[src/rtl/ecw_pkg.sv]
`timescale 1ns/1ps
package ecw_pkg;
  localparam int OFF_W   = 12;
  localparam int ID_W    = 16;
  localparam int VER_W   = 4;
  localparam int WORD_W  = OFF_W + VER_W + ID_W;
  localparam int WADDR_W = OFF_W - 2;
  localparam int SIZE_W  = OFF_W + 1;
  localparam int MEM_BYTES = 1 << OFF_W;

  typedef logic [OFF_W-1:0]  off_t;
  typedef logic [ID_W-1:0]   id_t;
  typedef logic [VER_W-1:0]  ver_t;
  typedef logic [WORD_W-1:0] word_t;

  localparam off_t LAST_HDR = off_t'(MEM_BYTES - 8);

  typedef enum logic [2:0] {
    ST_IDLE, ST_RD, ST_EVAL, ST_BASEWR, ST_PATCH, ST_NEWWR, ST_DONE
  } st_t;

  function automatic id_t hdr_id(input word_t w);
    return w[ID_W-1:0];
  endfunction

  function automatic off_t hdr_next(input word_t w);
    return w[WORD_W-1 -: OFF_W];
  endfunction

  function automatic word_t hdr_pack(input id_t id, input ver_t ver, input off_t nxt);
    return {nxt, ver, id};
  endfunction

  // replace the link field, keep identifier and version bits
  function automatic word_t hdr_relink(input logic [ID_W+VER_W-1:0] body, input off_t nxt);
    return {nxt, body};
  endfunction

  function automatic logic link_ok(input off_t off, input off_t base);
    return (off >= base) && (off <= LAST_HDR) && (off[1:0] == 2'b00);
  endfunction

  function automatic logic app_ok(input off_t off, input logic [SIZE_W-1:0] size, input off_t base);
    logic [OFF_W+1:0] fin;
    fin = (OFF_W+2)'(off) + (OFF_W+2)'(size);
    return (size >= SIZE_W'(8)) && (off >= base) && (off[1:0] == 2'b00) &&
           (fin < (OFF_W+2)'(MEM_BYTES));
  endfunction
endpackage

[src/rtl/ecw_link_check.sv]
`timescale 1ns/1ps
module ecw_link_check
  import ecw_pkg::*;
(
  input  word_t word,
  input  id_t   want_id,
  input  off_t  base,
  output logic  hit,
  output logic  last,
  output logic  bad,
  output logic  blank,
  output off_t  nxt
);
  always_comb begin
    nxt   = hdr_next(word);
    blank = (word == '0);
    hit   = (want_id != '0) && (hdr_id(word) == want_id);
    last  = (nxt == '0);
    bad   = !link_ok(nxt, base);
  end
endmodule

[src/rtl/ecw_hop_counter.sv]
`timescale 1ns/1ps
module ecw_hop_counter #(
  parameter int MAX_HOPS = 1024,
  parameter int CW = $clog2(MAX_HOPS + 1)
)(
  input  logic          clk,
  input  logic          rst_n,
  input  logic          clr,
  input  logic          step,
  output logic [CW-1:0] count,
  output logic          at_limit
);
  localparam logic [CW-1:0] LAST_STEP = CW'(MAX_HOPS - 1);

  always_ff @(posedge clk or negedge rst_n) begin
    if (!rst_n)    count <= '0;
    else if (clr)  count <= '0;
    else if (step) count <= count + 1'b1;
  end

  // the header being evaluated now is the last one allowed
  assign at_limit = (count == LAST_STEP);
endmodule

[src/rtl/ecw_walker.sv]
`timescale 1ns/1ps
module ecw_walker
  import ecw_pkg::*;
#(
  parameter off_t BASE_OFF = 12'h100,
  parameter int   MAX_HOPS = 1024,
  localparam int  CW = $clog2(MAX_HOPS + 1)
)(
  input  logic               clk,
  input  logic               rst_n,
  input  logic               start,
  input  logic               op_append,
  input  logic [ID_W-1:0]    cap_id,
  input  logic [VER_W-1:0]   cap_ver,
  input  logic [OFF_W-1:0]   app_off,
  input  logic [SIZE_W-1:0]  app_size,
  output logic               busy,
  output logic               done,
  output logic [OFF_W-1:0]   found_off,
  output logic [OFF_W-1:0]   prev_off,
  output logic               err,
  output logic [WADDR_W-1:0] mem_addr,
  output logic               mem_rd_en,
  output logic               mem_wr_en,
  output logic [WORD_W-1:0]  mem_wdata,
  input  logic [WORD_W-1:0]  mem_rdata
);
  st_t   st_q;
  off_t  cur_q, prv_q, off_q;
  word_t hdr_q;
  id_t   id_q;
  ver_t  ver_q;
  logic  app_q;
  off_t  res_found_q, res_prev_q;
  logic  res_err_q;

  id_t   walk_id;
  logic  hit, last, bad, blank;
  off_t  nxt;
  logic  [CW-1:0] hop_cnt;
  logic  at_limit;
  logic  args_ok;

  // named events for the checker
  logic in_eval, ev_base_app, ev_empty, walk_eval;
  logic ev_match, ev_tail, ev_bad_link, ev_hop_stop, ev_advance;

  assign walk_id = app_q ? '0 : id_q;
  assign args_ok = app_ok(app_off, app_size, BASE_OFF);

  ecw_link_check u_link (
    .word    (mem_rdata),
    .want_id (walk_id),
    .base    (BASE_OFF),
    .hit     (hit),
    .last    (last),
    .bad     (bad),
    .blank   (blank),
    .nxt     (nxt)
  );

  ecw_hop_counter #(.MAX_HOPS(MAX_HOPS), .CW(CW)) u_hops (
    .clk      (clk),
    .rst_n    (rst_n),
    .clr      (st_q == ST_IDLE),
    .step     (st_q == ST_EVAL),
    .count    (hop_cnt),
    .at_limit (at_limit)
  );

  always_comb begin
    in_eval     = (st_q == ST_EVAL);
    ev_base_app = in_eval && app_q && (off_q == BASE_OFF);
    ev_empty    = in_eval && !ev_base_app && (cur_q == BASE_OFF) && blank;
    walk_eval   = in_eval && !ev_base_app && !ev_empty;
    ev_match    = walk_eval && hit;
    ev_tail     = walk_eval && !hit && last;
    ev_bad_link = walk_eval && !hit && !last && bad;
    ev_hop_stop = walk_eval && !hit && !last && !bad && at_limit;
    ev_advance  = walk_eval && !hit && !last && !bad && !at_limit;
  end

  always_ff @(posedge clk or negedge rst_n) begin
    if (!rst_n) begin
      st_q        <= ST_IDLE;
      cur_q       <= '0;
      prv_q       <= '0;
      off_q       <= '0;
      hdr_q       <= '0;
      id_q        <= '0;
      ver_q       <= '0;
      app_q       <= 1'b0;
      res_found_q <= '0;
      res_prev_q  <= '0;
      res_err_q   <= 1'b0;
    end else begin
      unique case (st_q)
        ST_IDLE: if (start) begin
          id_q        <= cap_id;
          ver_q       <= cap_ver;
          off_q       <= app_off;
          app_q       <= op_append;
          cur_q       <= BASE_OFF;
          prv_q       <= '0;
          res_found_q <= '0;
          res_prev_q  <= '0;
          res_err_q   <= 1'b0;
          if (op_append && !args_ok) begin
            res_err_q <= 1'b1;
            st_q      <= ST_DONE;
          end else begin
            st_q <= ST_RD;
          end
        end
        ST_RD: st_q <= ST_EVAL;
        ST_EVAL: begin
          hdr_q <= mem_rdata;
          if (ev_base_app) begin
            st_q <= ST_BASEWR;
          end else if (ev_empty) begin
            res_err_q <= app_q;
            st_q      <= ST_DONE;
          end else if (ev_match) begin
            res_found_q <= cur_q;
            res_prev_q  <= prv_q;
            st_q        <= ST_DONE;
          end else if (ev_tail) begin
            res_prev_q <= cur_q;
            st_q       <= app_q ? ST_PATCH : ST_DONE;
          end else if (ev_bad_link || ev_hop_stop) begin
            res_err_q <= 1'b1;
            st_q      <= ST_DONE;
          end else begin
            prv_q <= cur_q;
            cur_q <= nxt;
            st_q  <= ST_RD;
          end
        end
        ST_BASEWR: begin
          res_found_q <= BASE_OFF;
          st_q        <= ST_DONE;
        end
        ST_PATCH: st_q <= ST_NEWWR;
        ST_NEWWR: begin
          res_found_q <= off_q;
          st_q        <= ST_DONE;
        end
        ST_DONE: st_q <= ST_IDLE;
        default: st_q <= ST_IDLE;
      endcase
    end
  end

  always_comb begin
    mem_rd_en = (st_q == ST_RD);
    mem_wr_en = (st_q == ST_BASEWR) || (st_q == ST_PATCH) || (st_q == ST_NEWWR);
    mem_addr  = cur_q[OFF_W-1:2];
    mem_wdata = '0;
    unique case (st_q)
      ST_BASEWR: begin
        mem_addr  = BASE_OFF[OFF_W-1:2];
        mem_wdata = hdr_pack(id_q, ver_q, hdr_next(hdr_q));
      end
      ST_PATCH: begin
        mem_addr  = cur_q[OFF_W-1:2];
        mem_wdata = hdr_relink(hdr_q[ID_W+VER_W-1:0], off_q);
      end
      ST_NEWWR: begin
        mem_addr  = off_q[OFF_W-1:2];
        mem_wdata = hdr_pack(id_q, ver_q, '0);
      end
      default: ;
    endcase
  end

  assign busy      = (st_q != ST_IDLE);
  assign done      = (st_q == ST_DONE);
  assign found_off = res_found_q;
  assign prev_off  = res_prev_q;
  assign err       = res_err_q;
endmodule

[config.mk]
export PLATFORM = sky130hd
export DESIGN_NAME = ecw_walker
export DESIGN_NICKNAME = d
export VERILOG_FILES = /design/src/rtl/ecw_pkg.sv /design/src/rtl/ecw_link_check.sv /design/src/rtl/ecw_hop_counter.sv /design/src/rtl/ecw_walker.sv
export SDC_FILE = /design/constraint.sdc
export NUM_CORES = 1
export LEC_CHECK = 0
export ABC_AREA = 1
export BUFFER_PORTS_ARGS = -buffer_cell sky130_fd_sc_hd__buf_2
export CORE_UTILIZATION = 55
export CTS_BUF_LIST = sky130_fd_sc_hd__clkbuf_8
export CTS_CLUSTER_DIAMETER = 40
export CTS_CLUSTER_SIZE = 8
export DETAILED_ROUTE_END_ITERATION = 7
export HOLD_SLACK_MARGIN = 0.1
export PLACE_DENSITY_LB_ADDON = 0.2
export SYNTH_ARGS = -nofsm -noshare
export SYNTH_HDL_FRONTEND = slang
export SYNTH_SLANG_ARGS = --single-unit
[constraint.sdc]
create_clock -name clk -period 3.15 [get_ports clk]
set_input_delay 0 -clock clk [delete_from_list [all_inputs] [get_ports clk]]
set_output_delay 0 -clock clk [all_outputs]
set_load 0.03 [all_outputs]
==> results of run 1 <==
-- state kept, by name (all words and copies together), names as in the netlist --
signal and count:
app_q 1, cur_q 12, err 1, found_off 12, hdr_q 32, id_q 16
off_q 12, prev_off 12, prv_q 12, st_q 3, u_hops.count 11, ver_q 4
-- cell families after synthesis --
kind of cell	after synthesis	synth area share
buffers and inverters	145	0.0863
AOI/OAI and AO/OA	218	0.172
DFF	128	0.441
muxes	6	0.00930
adders and majority gates	12	0.0207
xor gates and xnor gates	3	0.00362
and+or+nand+nor	452	0.268
-- worst max-delay path by stage --
stage / from / end / slack (ns) / cells after the start
2_1_floorplan: st_q[2] / prv_q[4] / 1.25 / 14
3_3_place_gp: app_q / found_off[1] / 0.50 / 15
3_5_place_dp: app_q / prv_q[7] / 0.42 / 12
4_1_cts: app_q / prv_q[1] / 0.38 / 12
5_1_grt: app_q / prv_q[1] / 0.21 / 12
6_report: st_q[2] / prv_q[1] / 0.47 / 12
-- power by group through the flow --
stage | logic [mW] | registers [mW] | clock network (mW)
after floorplan | 2.88 | 2.71 | 0
after global placement | 3.90 | 2.64 | 0
after detailed placement | 3.95 | 2.66 | 0
after CTS | 4.05 | 2.63 | 1.34
after global routing | 4.47 | 2.72 | 1.41
final | 4.08 | 2.65 | 1.32
-- metrics by stage --
step	utilization	power (mW)	setup slack (ns)	std cells	cell area (um^2)
after CTS	0.717	8.02	0.376	1353	9150
after global placement	0.633	6.54	0.496	1255	8090
after floorplan	-	5.59	1.25	964	7260
final	0.717	8.05	0.470	1353	9160
after global routing	0.717	8.61	0.206	1353	9160
after detailed placement	0.633	6.61	0.418	1255	8090
-- final cells by class --
| type | count | share of cell area |
|---|---|---|
| clock buffers | 22 | 0.0331 |
| clock inverters | 7 | 0.00670 |
| inverters | 103 | 0.0425 |
| multi-input cells | 691 | 0.375 |
| flip-flops and latches | 128 | 0.350 |
| well taps | 172 | 0.0235 |
| repair buffers | 230 | 0.169 |
-- layer usage --
layer	GRT usage	up-vias	share of wire	wire (um)
met4	0.132	0	0.033	679
li1	-	3574	-	-
met1	0.410	3440	0.44	8890
met2	0.488	272	0.47	9570
met5	0	-	0	0
met3	0.0711	53	0.060	1220
-- layout by cell type (no fill, tap or decap), drive strengths merged, types with 2 or more instances in the layout --
master,n
dlygate4sd3,68
xor2,2
clkbuf,22
nor3,9
nor2,101
a21oi,45
nand3,69
nand2,259
nand4,9
a32o,6
inv,103
o22ai,19
buf,162
o21ai,130
clkinv,5
o21a,13
dfrtp,128
mux2,6
ha,12
nor4,2
-- worst min-delay path: stages --
cell and delay (ns):
dlygate4sd3_1 0.52, buf_2 0.11, nand2_1 0.05, nand2_1 0.04
-- timing repair --
action / CTS / global route
hold buffers: 69 / 0
gates resized for setup: 0 / 2
endpoints found under the hold margin: 219 / 0
setup endpoints to repair: 0 / 3
==> metrics.csv, run 1 <==
metric,value,unit
Tcrit/Tclk final,0.851,
Synth top area share,0.441,
CTS tree,done,
Total GRT Usage,0.309,
worst vdd ir,494,uV
# DRC,0,
die area,13700,um^2
flop2flop setup slack,0.47,ns
Hold Path Cell Cnt,4,
drt pass-1 iters,6,
leakage,4.66,nW
Slew @ Worst Pin,0.616,ns
dpl hpwl,14100,um
gr ovfl total,0,
postcts setup bufs,0,
Filler Cells Inserted,1024,
Initial DRC Count,670,
Yosys top cell by area,dfrtp_1,
Detail Route Antenna Nets,0,
yosys warns,0,
global-route wire length before repair,32000,um
input/output buffers,151,
Comb pwr share,0.507,
vias per cell,5.42,
largest cells by area after synthesis,"dfrtp_1 44%, nand2_1 13%, o21ai_0 6.7%, inv_1 4.8%, nor2_1 4.8%",
RSZ-0062 raised after global routing,false,
R2R depth,12,
Post-synth EDFFs,0,
Unique masters post-synth,44,
H-tree depth,4,
Worst Hold Class,input pin to flip-flop,
layout cells sized above 1,0.202,
"Area growth, synth to finish",26.0,%
clock latency on the worst-skew pair,0.46,ns
switching power share of the total,0.491,
Power per Cell Area,879,nW/um^2
status,finished clean,
average wire per standard cell,15.0,um
RD Place Congestion,0.919,
CP required,3.47,ns
Synth Register Bits,128,
CP max FO,45,
"Hold Vio Cnt, Final",0,
min Tclk post-route,2.68,ns
Worst Setup End Kind,flip-flop,
worst setup path class,flip-flop to flip-flop,
Slew Limit Fails,0,
crit path cell chain,nor2_4 -> nand2_4 -> nor2_2 -> nand3_2 -> nand2_1 -> a21oi_2 -> nand2_4 -> nand2_4 -> inv_2 -> nand3_4 -> nand2_1 -> o21ai_1,
Sw Pwr,3.95,mW
CTS buffer count,17,
Clock Power Share,0.164,
Commonest cells post-synth,"254 x nand2_1, 128 x dfrtp_1, 97 x o21ai_0",
ANT cells,0,
Site Rows,41,
Sink Count,128,
syn_nets,1057,
Critical Path Max Stage Delay,0.56,ns
vias in the first global route,6747,
core footprint,12800,um^2
Max Cap Viol,0,
DR vias,7339,
Reg-to-Reg End,prv_q[1],
Final Setup Violations,0,
initial antenna violation count,0,
family with the most delay on the worst path,simple AND/OR/NAND/NOR gates,
worst hold start,mem_rdata[16],
hold endpoint,hdr_q[16],
Initial Utilization,0.569,
Multi-input gate area,3440,um^2
WP buf/inv,1,
asr flop ratio synth,1.00,
"Slowest-stage cell, CP",dfrtp_1,
drt total wl,20400,um
CTS max path bufs,2,
post-synthesis sequential area ratio,0.441,
Synth Flop Type,dfrtp_1,
die width,117,um
Die Height,117,um
FF-to-FF Start,st_q[2],
setup_tns,0,ns
Clock Skews,0.0156,ns
Int Power,4.10,mW
nets,1264,
Seq. cell area,3200,um^2
Root Buffer,clkbuf_8,
largest net degree at the start of global routing,62,
CP Launch Type,flip-flop,
io pins,152,
Post-Synthesis Cell Area,7260,um^2
syn_area_per_cell,7.54,um^2
Slew HR,0.589,
clk slew on worst S/H paths,0.08,ns
sequential share of power,0.329,
WP data arrival,3.00,ns
Fmax,373,MHz
hold_ws,0.293,ns
most common cell in the netlist,nand2_1,
Mapped Cells,964,
most frequent CP cell,nand2_4,
(Power assumes the default switching activity.)
==> run 2, diff against run 1 <==
ABC_AREA = default   (was 1)
CELL_PAD_IN_SITES_DETAIL_PLACEMENT = 1   (was default)
CELL_PAD_IN_SITES_GLOBAL_PLACEMENT = 2   (was default)
CORE_UTILIZATION = 38   (was 55)
==> run 2 against run 1 <==
Against the previous run: via count down 18%; first-iteration DRC count down 62%; clock power grew 5%; final cell count down 19%; area after synthesis decreased by 7.2%; sequential share of layout area grew 1.2 points; setup slack worse by 0.16 ns; routed wire length up 9.5%; flip-flop and latch count is the same; design area is 3.4% lower; critical path depth is 3 lower; sequential power increased by 11%; critical path type is now flip-flop to output port; largest power group unchanged.
==> metrics.csv, run 2 <==
metric,value,unit
syn_area_per_cell,10.5,um^2
most common cell in the netlist,dfrtp_1,
"worst slack, placed",0.513,ns
CP Launch Type,flip-flop,
"Cell Area, Placed",7800,um^2
Mapped Cells,645,
Sink Count,128,
clk slew on worst S/H paths,0.07,ns
Int Power,4.59,mW
"commonest cells after routing, fill and taps aside","150 x buf_2, 128 x dfrtp_1, 100 x nand2_1, 67 x dlygate4sd3_1, 50 x mux2_2",
Initial DRC Count,257,
Root Buffer,clkbuf_8,
status,finished clean,
Synth Register Bits,128,
average wire per standard cell,20.3,um
global-route wire length before repair,35400,um
CTS max path bufs,2,
Slew HR,0.409,
Synth top area share,0.475,
Tot Pwr,8.32,mW
CTS buffer count,17,
"Area growth, synth to finish",31.2,%
"Design Area, Final",8850,um^2
Power per Cell Area,940,nW/um^2
FF-to-FF Start,cur_q[10],
die area,18300,um^2
Final Setup Violations,0,
R2R depth,8,
largest cells by area after synthesis,"dfrtp_1 48%, mux2_2 8.4%, a22o_1 5.8%, nand2_1 5.6%, mux2_4 3.6%",
ANT cells,0,
Comb pwr share,0.478,
asr flop ratio synth,1.00,
H-tree depth,4,
layout cells sized above 1,0.314,
post-synthesis sequential area ratio,0.475,
Synth Flop Type,dfrtp_1,
Total GRT Usage,0.256,
CTS tree,done,
Post-CTS Resized,0,
Tcrit/Tclk final,0.901,
"commonest non-fill, non-tap cell in the layout",buf_2,
worst setup path startpoint,st_q[0],
drt total wl,22300,um
Unique masters post-synth,54,
max reg flops,32,
RD Place Congestion,0.829,
Top reg by flops,hdr_q,
syn_nets,738,
Commonest cells post-synth,"128 x dfrtp_1, 100 x nand2_1, 50 x mux2_2",
worst vdd ir,354,uV
Regs by FF count,"hdr_q: 32 flops, id_q: 16 flops",
Clock Skews,0.0100,ns
core footprint,17300,um^2
io pins,152,
switching power share of the total,0.448,
min Tclk post-route,2.84,ns
worst setup path class,flip-flop to output port,
CP required,3.15,ns
clock latency on the worst-skew pair,0.45,ns
Sw Pwr,3.73,mW
Site Rows,48,
gr ovfl total,0,
Worst Hold Class,input pin to asynchronous set/reset pin,
Yosys top cell by area,dfrtp_1,
Fmax,352,MHz
WP data arrival,2.84,ns
Post-Synthesis Cell Area,6740,um^2
nets,956,
sequential share of power,0.355,
drt pass-1 iters,4,
"Hold Vio Cnt, Final",0,
Worst Setup End Kind,output port,
RSZ-0062 raised after global routing,false,
Worst Slack Setup Final,0.313,ns
vias in the first global route,6490,
CP max FO,18,
leakage,4.44,nW
Detail Route Antenna Nets,0,
Slew Limit Fails,0,
setup_tns,0,ns
initial antenna violation count,0,
hold_ws,0.174,ns
vias per cell,5.46,
Clock Power Share,0.167,
# DRC,0,
die width,135,um
dpl hpwl,15800,um
Die Height,135,um
DR vias,6000,
largest net degree at the start of global routing,70,
yosys warns,0,
Slew @ Worst Pin,0.881,ns
input/output buffers,151,
Max Cap Viol,0,
Initial Utilization,0.390,
Post-synth EDFFs,0,
-- run 2: cell types whose count changed in the layout (fill, tap and decap cells not counted), moves of 15 or more --
cell / before / now
a21o_1: 0 / 23
a21oi_1: 44 / 6
a22o_1: 0 / 45
and3_1: 0 / 23
inv_1: 94 / 11
mux2_2: 6 / 50
mux2_4: 0 / 16
mux2i_1: 0 / 16
nand2_1: 253 / 100
nand3_1: 67 / 7
nor2_1: 92 / 33
o21ai_0: 97 / 38
o21ai_1: 21 / 1
o22ai_1: 19 / 4
-- run 2: layer usage --
metal	vias to the layer above	wire (um)	share of wire	track usage
met1	3003	9930	0.45	0.322
met5	-	0	0	0
met3	43	851	0.038	0.0419
met2	167	10900	0.49	0.434
met4	0	578	0.026	0.110
li1	2787	-	-	-
-- run 2: final timing paths --
| check | to | slack [ns] |
|---|---|---|
| min in group clk | id_q[6] | 0.32 |
| max reg2reg | prev_off[1] | 0.53 |
| min reg2reg | prev_off[0] | 0.47 |
| max in group asynchronous | id_q[4] | 2.11 |
| max | mem_addr[6] | 0.31 |
| min | found_off[3] | 0.17 |
-- run 2: worst max-delay path, stage by stage, from the launching register on --
cell     delay, ns
dfrtp_1       0.48
inv_1         0.34
buf_4         0.31
nor2_1        0.11
buf_4         0.20
nor2_1        0.18
buf_4         0.22
o22ai_1       0.10
o21ai_0       0.17
buf_2         0.27
-- run 2: power groups by stage --
stage | sequential (mW) | clock [mW] | combinational (mW)
2_1_floorplan | 2.80 | 0 | 2.69
6_report | 2.95 | 1.39 | 3.97
4_1_cts | 2.94 | 1.43 | 3.99
3_3_place_gp | 2.92 | 0 | 3.82
5_1_grt | 3.05 | 1.50 | 4.26
3_5_place_dp | 2.97 | 0 | 3.90
-- run 2: logic make-up (layout without fill, tap and decap cells) --
logic type,count (synthesis),count (layout),synth area share
fa+ha+maj,12,12,0.0223
xor+xnor,13,13,0.0169
mux,82,82,0.143
flops,128,128,0.475
compound gates,140,140,0.147
buf+inv,44,272,0.0306
simple gates,226,226,0.165
-- run 2: metrics by stage --
stage,cells,util
after floorplan,645,-
after global placement,1002,0.451
after detailed placement,1002,0.451
after CTS,1098,0.512
after global routing,1098,0.512
final,1098,0.512
-- run 2: timing repair --
action / in CTS / in global routing
buffers inserted: 0 / 0
hold buffers: 67 / 0
hold endpoints to repair: 136 / 0
-- run 2: final cells by class --
type	count	area [um^2]
Multi-Input combinational cell	473	3350
Timing Repair Buffer	236	1610
Clock inverter	11	128
Clock buffer	18	248
Tap cell	225	282
Inverter	7	26.3
Fill cell	1961	8450
Sequential cell	128	3200
